<file path="config.mk">
export PLATFORM = sky130hd
export DESIGN_NAME = acc_alu8
export DESIGN_NICKNAME = d
export VERILOG_FILES = /design/src/rtl/acc_alu8.sv
export SDC_FILE = /design/constraint.sdc
export NUM_CORES = 1
export LEC_CHECK = 0
export CAP_MARGIN = 40
export CORE_ASPECT_RATIO = 1.5
export CORE_UTILIZATION = 44
export CTS_CLUSTER_SIZE = 28
export DETAILED_ROUTE_END_ITERATION = 6
export DONT_BUFFER_PORTS = 1
export PLACE_DENSITY = 0.62
export SLEW_MARGIN = 20
export SYNTH_ARGS = -nofsm -noshare
export SYNTH_HDL_FRONTEND = slang
export SYNTH_SLANG_ARGS = --single-unit
</file>
<file path="constraint.sdc">
create_clock -name clk -period 2.9 [get_ports clk]
set_input_delay 0.435 -clock clk [delete_from_list [all_inputs] [get_ports clk]]
set_output_delay 0.435 -clock clk [all_outputs]
set_load 0.1 [all_outputs]
</file>
<file path="src/rtl/acc_alu8.sv">
module acc_alu8 (
  input  logic       clk,
  input  logic       rst_n,
  input  logic       op_valid,
  input  logic [4:0] op,
  input  logic [7:0] acc,
  input  logic [7:0] operand,
  input  logic [4:0] flags_in,
  output logic       res_valid,
  output logic [7:0] result,
  output logic [4:0] flags_out,
  output logic [4:0] flags_we
);

  localparam logic [4:0] OP_ADD = 5'd0,  OP_ADC = 5'd1,  OP_SUB = 5'd2,  OP_SBB = 5'd3;
  localparam logic [4:0] OP_AND = 5'd4,  OP_XOR = 5'd5,  OP_OR  = 5'd6,  OP_CMP = 5'd7;
  localparam logic [4:0] OP_INC = 5'd8,  OP_DEC = 5'd9,  OP_RLC = 5'd10, OP_RRC = 5'd11;
  localparam logic [4:0] OP_RAL = 5'd12, OP_RAR = 5'd13, OP_CPL = 5'd14, OP_SCF = 5'd15;
  localparam logic [4:0] OP_CCF = 5'd16, OP_DAA = 5'd17;

  wire fc = flags_in[0];
  wire fa = flags_in[1];

  logic [7:0] r, fr;
  logic       cy, ac, cin, lo_fix, hi_fix;
  logic [4:0] we;
  logic [8:0] s9, t9, u9;
  logic [4:0] s5;

  always_comb begin
    r = acc; fr = acc; cy = fc; ac = fa; we = 5'b00000;
    cin = 1'b0; s9 = '0; s5 = '0; t9 = '0; u9 = '0; lo_fix = 1'b0; hi_fix = 1'b0;
    case (op)
      OP_ADD, OP_ADC: begin
        cin = (op == OP_ADC) & fc;
        s9  = {1'b0, acc} + {1'b0, operand} + {8'd0, cin};
        s5  = {1'b0, acc[3:0]} + {1'b0, operand[3:0]} + {4'd0, cin};
        r = s9[7:0]; fr = s9[7:0]; cy = s9[8]; ac = s5[4]; we = 5'b11111;
      end
      OP_SUB, OP_SBB, OP_CMP: begin
        cin = (op == OP_SBB) & fc;
        s9  = {1'b0, acc} - {1'b0, operand} - {8'd0, cin};
        s5  = {1'b0, acc[3:0]} - {1'b0, operand[3:0]} - {4'd0, cin};
        r  = (op == OP_CMP) ? acc : s9[7:0];
        fr = s9[7:0]; cy = s9[8]; ac = s5[4]; we = 5'b11111;
      end
      OP_AND: begin r = acc & operand; fr = r; cy = 1'b0; ac = 1'b0; we = 5'b11111; end
      OP_XOR: begin r = acc ^ operand; fr = r; cy = 1'b0; ac = 1'b0; we = 5'b11111; end
      OP_OR:  begin r = acc | operand; fr = r; cy = 1'b0; ac = 1'b0; we = 5'b11111; end
      OP_INC: begin r = acc + 8'd1; fr = r; ac = (acc[3:0] == 4'hF); we = 5'b11110; end
      OP_DEC: begin r = acc - 8'd1; fr = r; ac = (acc[3:0] == 4'h0); we = 5'b11110; end
      OP_RLC: begin r = {acc[6:0], acc[7]}; cy = acc[7]; we = 5'b00001; end
      OP_RRC: begin r = {acc[0], acc[7:1]}; cy = acc[0]; we = 5'b00001; end
      OP_RAL: begin r = {acc[6:0], fc};     cy = acc[7]; we = 5'b00001; end
      OP_RAR: begin r = {fc, acc[7:1]};     cy = acc[0]; we = 5'b00001; end
      OP_CPL: r = ~acc;
      OP_SCF: begin cy = 1'b1; we = 5'b00001; end
      OP_CCF: begin cy = ~fc;  we = 5'b00001; end
      OP_DAA: begin
        lo_fix = (acc[3:0] > 4'd9) | fa;
        t9 = {1'b0, acc} + (lo_fix ? 9'h006 : 9'h000);
        hi_fix = (t9[7:4] > 4'd9) | fc | t9[8];
        u9 = {1'b0, t9[7:0]} + (hi_fix ? 9'h060 : 9'h000);
        r = u9[7:0]; fr = r;
        ac = (acc[3:0] > 4'd9);
        cy = fc | t9[8] | u9[8];
        we = 5'b11111;
      end
      default: ;
    endcase
  end

  wire [4:0] calc = {fr[7], (fr == 8'h00), ~^fr, ac, cy};
  wire [4:0] nxt  = (calc & we) | (flags_in & ~we);

  always_ff @(posedge clk or negedge rst_n) begin
    if (!rst_n) begin
      res_valid <= 1'b0;
      result    <= 8'h00;
      flags_out <= 5'b00000;
      flags_we  <= 5'b00000;
    end else begin
      res_valid <= op_valid;
      if (op_valid) begin
        result    <= r;
        flags_out <= nxt;
        flags_we  <= we;
      end else begin
        flags_we  <= 5'b00000;
      end
    end
  end

  assert_idle_no_write_R2: assert property (@(posedge clk) disable iff (!rst_n)
    !res_valid |-> flags_we == 5'b00000);

  assert_cmp_keeps_acc_R5: assert property (@(posedge clk) disable iff (!rst_n)
    res_valid && $past(op) == OP_CMP |-> result == $past(acc) && flags_we == 5'b11111);

  assert_incdec_keeps_carry_R7: assert property (@(posedge clk) disable iff (!rst_n)
    res_valid && ($past(op) == OP_INC || $past(op) == OP_DEC)
      |-> !flags_we[0] && flags_out[0] == $past(flags_in[0]));

  assert_rotate_carry_only_R8: assert property (@(posedge clk) disable iff (!rst_n)
    res_valid && $past(op) >= OP_RLC && $past(op) <= OP_RAR |-> flags_we == 5'b00001);

  assert_cpl_no_flags_R10: assert property (@(posedge clk) disable iff (!rst_n)
    res_valid && $past(op) == OP_CPL |-> result == ~$past(acc) && flags_we == 5'b00000);

  assert_scf_sets_carry_R11: assert property (@(posedge clk) disable iff (!rst_n)
    res_valid && $past(op) == OP_SCF |-> flags_out[0] && result == $past(acc));

  assert_spare_codes_R13: assert property (@(posedge clk) disable iff (!rst_n)
    res_valid && $past(op) > OP_DAA |-> flags_we == 5'b00000 && result == $past(acc));

endmodule

</file>
Word level (Yosys, flattened, before mapping)
Index checks and enable logic that the tools add are counted.
{"block": "op_classes", "n_reduce_logical": 12, "n_eq_ne": 18, "mux": 9, "order_cmp": 2, "addsub": 12, "n_bitwise": 16}
{"operator": "one-hot mux 8 bit (13 select lines)", "n": 1}
{"operator": "one-hot mux 8 bit (8 select lines)", "n": 1}
{"operator": "== test 5 x 4 -> 1 bit (second input constant)", "n": 8}
{"operator": "== test 5 x 3 -> 1 bit (second input constant)", "n": 4}
{"operator": "one-hot mux 5 bit (3 select lines)", "n": 1}
{"operator": "AND 5 bit", "n": 2}
{"operator": "== test 5 x 2 -> 1 bit (second input constant)", "n": 2}
{"operator": "== test 5 bit (second input constant)", "n": 2}
{"operator": "adder 8 x 3 -> 9 bit", "n": 1}
{"operator": "adder 8 x 7 -> 9 bit", "n": 1}
{"operator": "adder 8 x 8 -> 9 bit", "n": 1}
{"operator": "adder 9 x 1 -> 9 bit", "n": 1}
{"operator": "OR reduction 9 bit", "n": 1}
{"operator": "subtractor 8 x 8 -> 9 bit", "n": 1}
{"operator": "subtractor 9 x 1 -> 9 bit", "n": 1}
{"operator": "adder 8 x 1 -> 8 bit (second input constant)", "n": 1}
{"operator": "AND 8 bit", "n": 1}
{"operator": "> comparator 4 bit (second input constant)", "n": 2}
{"operator": "logical NOT 8 bit", "n": 1}
{"operator": "two-way mux 8 bit", "n": 1}
{"operator": "inverter 8 bit", "n": 1}
{"operator": "OR 8 bit", "n": 1}
{"operator": "one-hot mux 1 bit (8 select lines)", "n": 1}
{"operator": "OR reduction 2 bit", "n": 4}
{"operator": "other kinds (22)", "n": 28}
{"block": "word_totals", "out_inout_bits": 19, "ff_bits": 19, "word_cells": 73, "input_bits": 29}

Longest topological paths before layout
{"block": "logic_depth", "ltp_word": 13, "ltp_mapped": 25, "ltp_nobuf": 24}

Worst setup path after synthesis
No wires, ideal clock.
{"block": "synth_timing", "path_type": "input port to flip-flop", "start": "input port acc[1]", "end": "register flags_out[2]", "path_buffers": 1, "slack_ns": -2.047, "path_stages": 24, "arrival_time_ns": 4.811, "setup_time_ns": 0.136, "t_required_ns": 2.764, "path_cell_list": "clkbuf_1 inv_1 ha_1 o21ai_0 a21o_1 ha_1 inv_1 fa_1 and3b_1 a32oi_1 a211oi_1 inv_1 ha_1 ha_1 a2111oi_0 o21a_1 nor2_1 a22o_1 ha_1 xnor2_1 xnor2_1 nand2_1 o21ai_0 a21oi_1"}
{"block": "synth_between", "elab_chain_len": 13, "elab_cells_between_ends": 22, "classes_between": "add/sub (8); order compare (2); mux (3); bitwise (8); reduce/logical (1)"}
{"element": "start: declaration", "line_no": "6", "rtl": "input logic [7:0] acc,"}
{"element": "> comparator 4 bit", "line_no": "60", "rtl": "lo_fix = (acc[3:0] > 4'd9) | fa;"}
{"element": "OR 1 bit", "line_no": "60"}
{"element": "two-way mux 3 bit", "line_no": "61", "rtl": "t9 = {1'b0, acc} + (lo_fix ? 9'h006 : 9'h000);"}
{"element": "adder 8 x 3 -> 9 bit", "line_no": "61"}
{"element": "> comparator 4 bit", "line_no": "62", "rtl": "hi_fix = (t9[7:4] > 4'd9) | fc | t9[8];"}
{"element": "OR 1 bit (2 in a row)", "line_no": "62"}
{"element": "two-way mux 7 bit", "line_no": "63", "rtl": "u9 = {1'b0, t9[7:0]} + (hi_fix ? 9'h060 : 9'h000);"}
{"element": "adder 8 x 7 -> 9 bit", "line_no": "63"}
{"element": "one-hot mux 8 bit (8 select lines) *", "line_no": "33", "rtl": "case (op)"}
{"element": "XNOR reduction 8 bit *", "line_no": "73", "rtl": "wire [4:0] calc = {fr[7], (fr == 8'h00), ~^fr, ac, cy};"}
{"element": "AND 5 bit *", "line_no": "74", "rtl": "wire [4:0] nxt = (calc & we) | (flags_in & ~we);"}
{"element": "OR 5 bit *", "line_no": "74"}
{"element": "end signal: assignment", "line_no": "86", "rtl": "flags_out <= nxt;"}
{"element": "end: declaration", "line_no": "11", "rtl": "output logic [4:0] flags_out,"}
Mark *: on every way between the ends. The rest lies on a longest branch, timed or not.
A chain may end at the register's enable or synchronous reset.

Final worst setup path
Ends and elaborated chain as after synthesis.

==> parameters.txt <==
Parameter                              Value

Global route
  Overall routing resource usage    roughly a third
  Met2 Use GR    between 50% and 60%
  Via count of the first global-routing pass    a little over 4000
  GR met3 Demand/Resource    2.71%
  Most crowded layer after global routing    met2
  Remaining global-route overflow    0
  Initial antenna violation count    0
  Global-route wire length before repair    between 20000 and 25000 µm
  Maximum number of pins on one net before global-route repair    31
  Global-route track usage on met1    36.9%

Finish
  Fin util    between 60% and 70%
  Number of antenna cells inserted    0
  Layout Nets    646
  Share of layout cells above drive strength 1    between 20 and 30%
  Post-route insts no fill    671
  Area growth from synthesis to layout    38.2%
  Filler cells    ~700
  Post-route standard cell area excluding fillers    roughly 4900 µm²

Logic synthesis
  Most used flip-flop cell after synthesis    dfrtp_1
  Ranking of synthesized cells by area    ha_1, dfrtp_1, nor2_1
  Async set or reset register ratio after synthesis    100%
  Post-synthesis average cell area    7.40 µm²
  Number of synthesized register bits    16
  Portion of synthesized cell area occupied by the leading cell type    about 15%
  Cell taking the most area after synthesis    ha_1
  Number of nets in the synthesized netlist    approximately 550
  Number of cells produced by synthesis    approximately 480
  Unique cell type count in the Yosys netlist    70
  Number of warning messages in the yosys log    0
  Post-synthesis cell area    3510 µm²
  Fraction of the yosys area taken by sequential cells    ~11%
  Count leader, synth    ha_1
  Number of enable flip-flop cells after synthesis    0
  Cell types with the highest counts after synthesis    ha_1, nor2_1, nand2_1

Clock tree
  Clock-pin slew of the registers on the worst-case setup and hold paths    about 0.050 ns
  Clock latency reported for the late side of the worst-skew pair    approximately 0.25 ns
  Buffer type at the clock tree root    clkbuf_16
  CTS tree    built
  Number of buffers between clock root and the deepest sink    2
  H-tree lvl count    1
  Clock sink count    16
  Clock buffers created by TritonCTS    3

Routing
  Number of detailed-routing iterations run before antenna repair    5
  Detailed-route via count    4219
  DRC violation count after routing    0
  Remaining number of nets flagged by the antenna check after routing    0
  Routed wire length    approximately 14000 µm
  DRC marker count from the first detailed-route iteration    364
  Average routed wire per standard cell    between 20 and 25 µm
  Vias per cell    roughly 6.3

Power
  Net switching power figure    0.000766 W
  Pleak    just over 2 nW
  Worst VDD drop    roughly 0.00037 V
  Internal portion of total power    approximately 0.00093 W
  Total power draw    ~0.0017 W
  Fraction of power consumed by sequential logic    roughly a quarter
  Comb power frac    57.9%
  Switching power share of the total    between 40% and 50%
  Clock share of power    17.5%
  Total power divided by cell area    about 350 nW/µm²

STA
  Period utilisation layout    136%
  Max-slew headroom at the worst pin    40.4%
  Transition time at the pin with the least slew margin    0.894 ns
  Min cycle time layout    between 3 and 4 ns
  RSZ-0062 raised after global routing    yes
  Achievable Freq    around 250 MHz
  Worst path setup slack after routing    -1.06 ns
  Final count of hold timing violations    0
  Max-slew violations    0
  Worst clock skew on the final layout    0 ns
  Setup Viol. Count Final    7

Hold path
  Worst hold path type    primary input to register

Die
  Starting utilization of the core area    a little under half
  Die Footprint    ~8400 µm²
  Core outline area    around 7700 µm²
  Number of rows in the core area    39
  IO Pins    48
  Horizontal die dimension    75.0 µm
  Vertical extent of the die    between 100 and 150 µm

Setup path
  Longest individual stage delay on the worst path    ~0.36 ns
  Critical setup path kind    primary input to register
  Largest fanout on the critical path    15
  Worst endpoint required time    between 3 and 4 ns
  Cell-by-cell listing of the critical path    inv_12, ha_4, o21ai_2, a21o_1, ha_2, inv_2, fa_2, buf_6, nor4bb_1, a32o_2, a211oi_4, xor2_1, ha_4, inv_2, o221a_4, o211ai_1, a211o_1, o21ai_1, ha_2, xnor2_2, xnor2_1, nand2_1, o21ai_1, a21oi_1
  Nature of the critical path startpoint    primary input
  Crit end category    register
  Worst EP arrival    ~4 ns
  Cell type of the slowest stage on the worst timing path    fa_2

Place
  Total cell area at the placement stage    between 4000 and 5000 µm²
  Gpl congestion    0.982
  Placed cells    646
  Input/output buffers    0
  DP Wirelength    about 11000 µm

Job
  Reported max-cap violation count    0

Status
  Violations in the final reports    setup timing
  Result of the run    complete, but fails checks
[state kept, by name, indices dropped and copies added (netlist names)]
register	cells
result	8
flags_out	5
flags_we	2
res_valid	1
[power by group through the flow]
stage / clock network [W] / registers, W / logic, W
after floorplan: 0 / 0.000506 / 0.000503
after global placement: 0 / 0.000513 / 0.000715
after detailed placement: 0 / 0.000468 / 0.000813
after CTS: 0.000298 / 0.000464 / 0.000848
after global routing: 0.000310 / 0.000420 / 0.00105
final: 0.000296 / 0.000417 / 0.000980
[stage by stage]
step,setup slack (ns),TNS [ns],hold slack (ns)
2_1_floorplan,-1.35,-4.48,0.139
3_3_place_gp,-1.26,-4.80,0.140
3_5_place_dp,-1.40,-5.73,0.140
4_1_cts,-1.11,-3.35,0.216
5_1_grt,-1.20,-3.86,0.209
6_report,-1.06,-3.09,0.216
[critical path, delay by kind of cell]
kind                     cells  cell delay, ns
AO/OA/AOI/OAI               10            1.38
XOR/XNOR                     3            0.49
adder cells (fa/ha/maj)      5            1.22
buffers and inverters        4            0.24
AND/OR/NAND/NOR              2            0.31
[final timing paths]
check,start,to,slack (ns),cells after the start
max,acc[1],flags_out[2]$_DFFE_PN0P_,-1.06,24
min,op_valid,res_valid$_DFF_PN0_,0.22,0
max reg2reg,flags_out[4]$_DFFE_PN0P_,flags_out[4]$_DFFE_PN0P_,1.52,3
min reg2reg,result[0]$_DFFE_PN0P_,result[0]$_DFFE_PN0P_,0.72,2
max in group asynchronous,rst_n,flags_we[3]$_DFF_PN0_,1.70,1
min in group asynchronous,rst_n,result[1]$_DFFE_PN0P_,0.68,1
[layer usage]
| metal | part of all wire, % | up-vias |
|---|---|---|
| li1 | - | 1962 |
| met1 | 37 | 1974 |
| met2 | 50 | 223 |
| met3 | 5.2 | 60 |
| met4 | 7.5 | 0 |
| met5 | 0 | - |
[layout by cell type (no fill, tap or decap), types with 15 or more instances in the layout]
| master | Yosys | layout |
|---|---|---|
| buf_4 | 7 | 103 |
| nand2_1 | 35 | 34 |
| ha_1 | 42 | 36 |
| dfrtp_1 | 16 | 15 |
| o21ai_0 | 28 | 24 |
| o22ai_1 | 15 | 15 |
| inv_1 | 30 | 25 |
| nor2_1 | 38 | 38 |
| a21oi_1 | 22 | 21 |
| nand3_1 | 15 | 15 |
[final cells by class]
class,instances,area (µm²),area share (%)
Clock buffer,4,88.8,1.83
Inverter,30,128,2.63
Multi-Input combinational cell,392,3050,62.9
Sequential cell,16,404,8.32
Tap cell,102,128,2.63
Timing Repair Buffer,127,1050,21.7
[logic make-up after synthesis]
group / share of synthesized area, %
multiplexers: 1.50
AND/OR/NAND/NOR: 24.8
flip-flops: 11.4
buffers and inverters: 8.33
adder cells (fa/ha/maj): 17.8
AO/OA/AOI/OAI: 31.2
XOR/XNOR: 4.99
[repair_timing]
item / CTS / global route
endpoints found under the setup margin: 7 / 9
hold buffers: 1 / 0
buffers inserted: 5 / 3
pin swaps: 17 / 13
endpoints found under the hold margin: 16 / 0
gates resized for setup: 14 / 15
(Power assumes the default switching activity.)
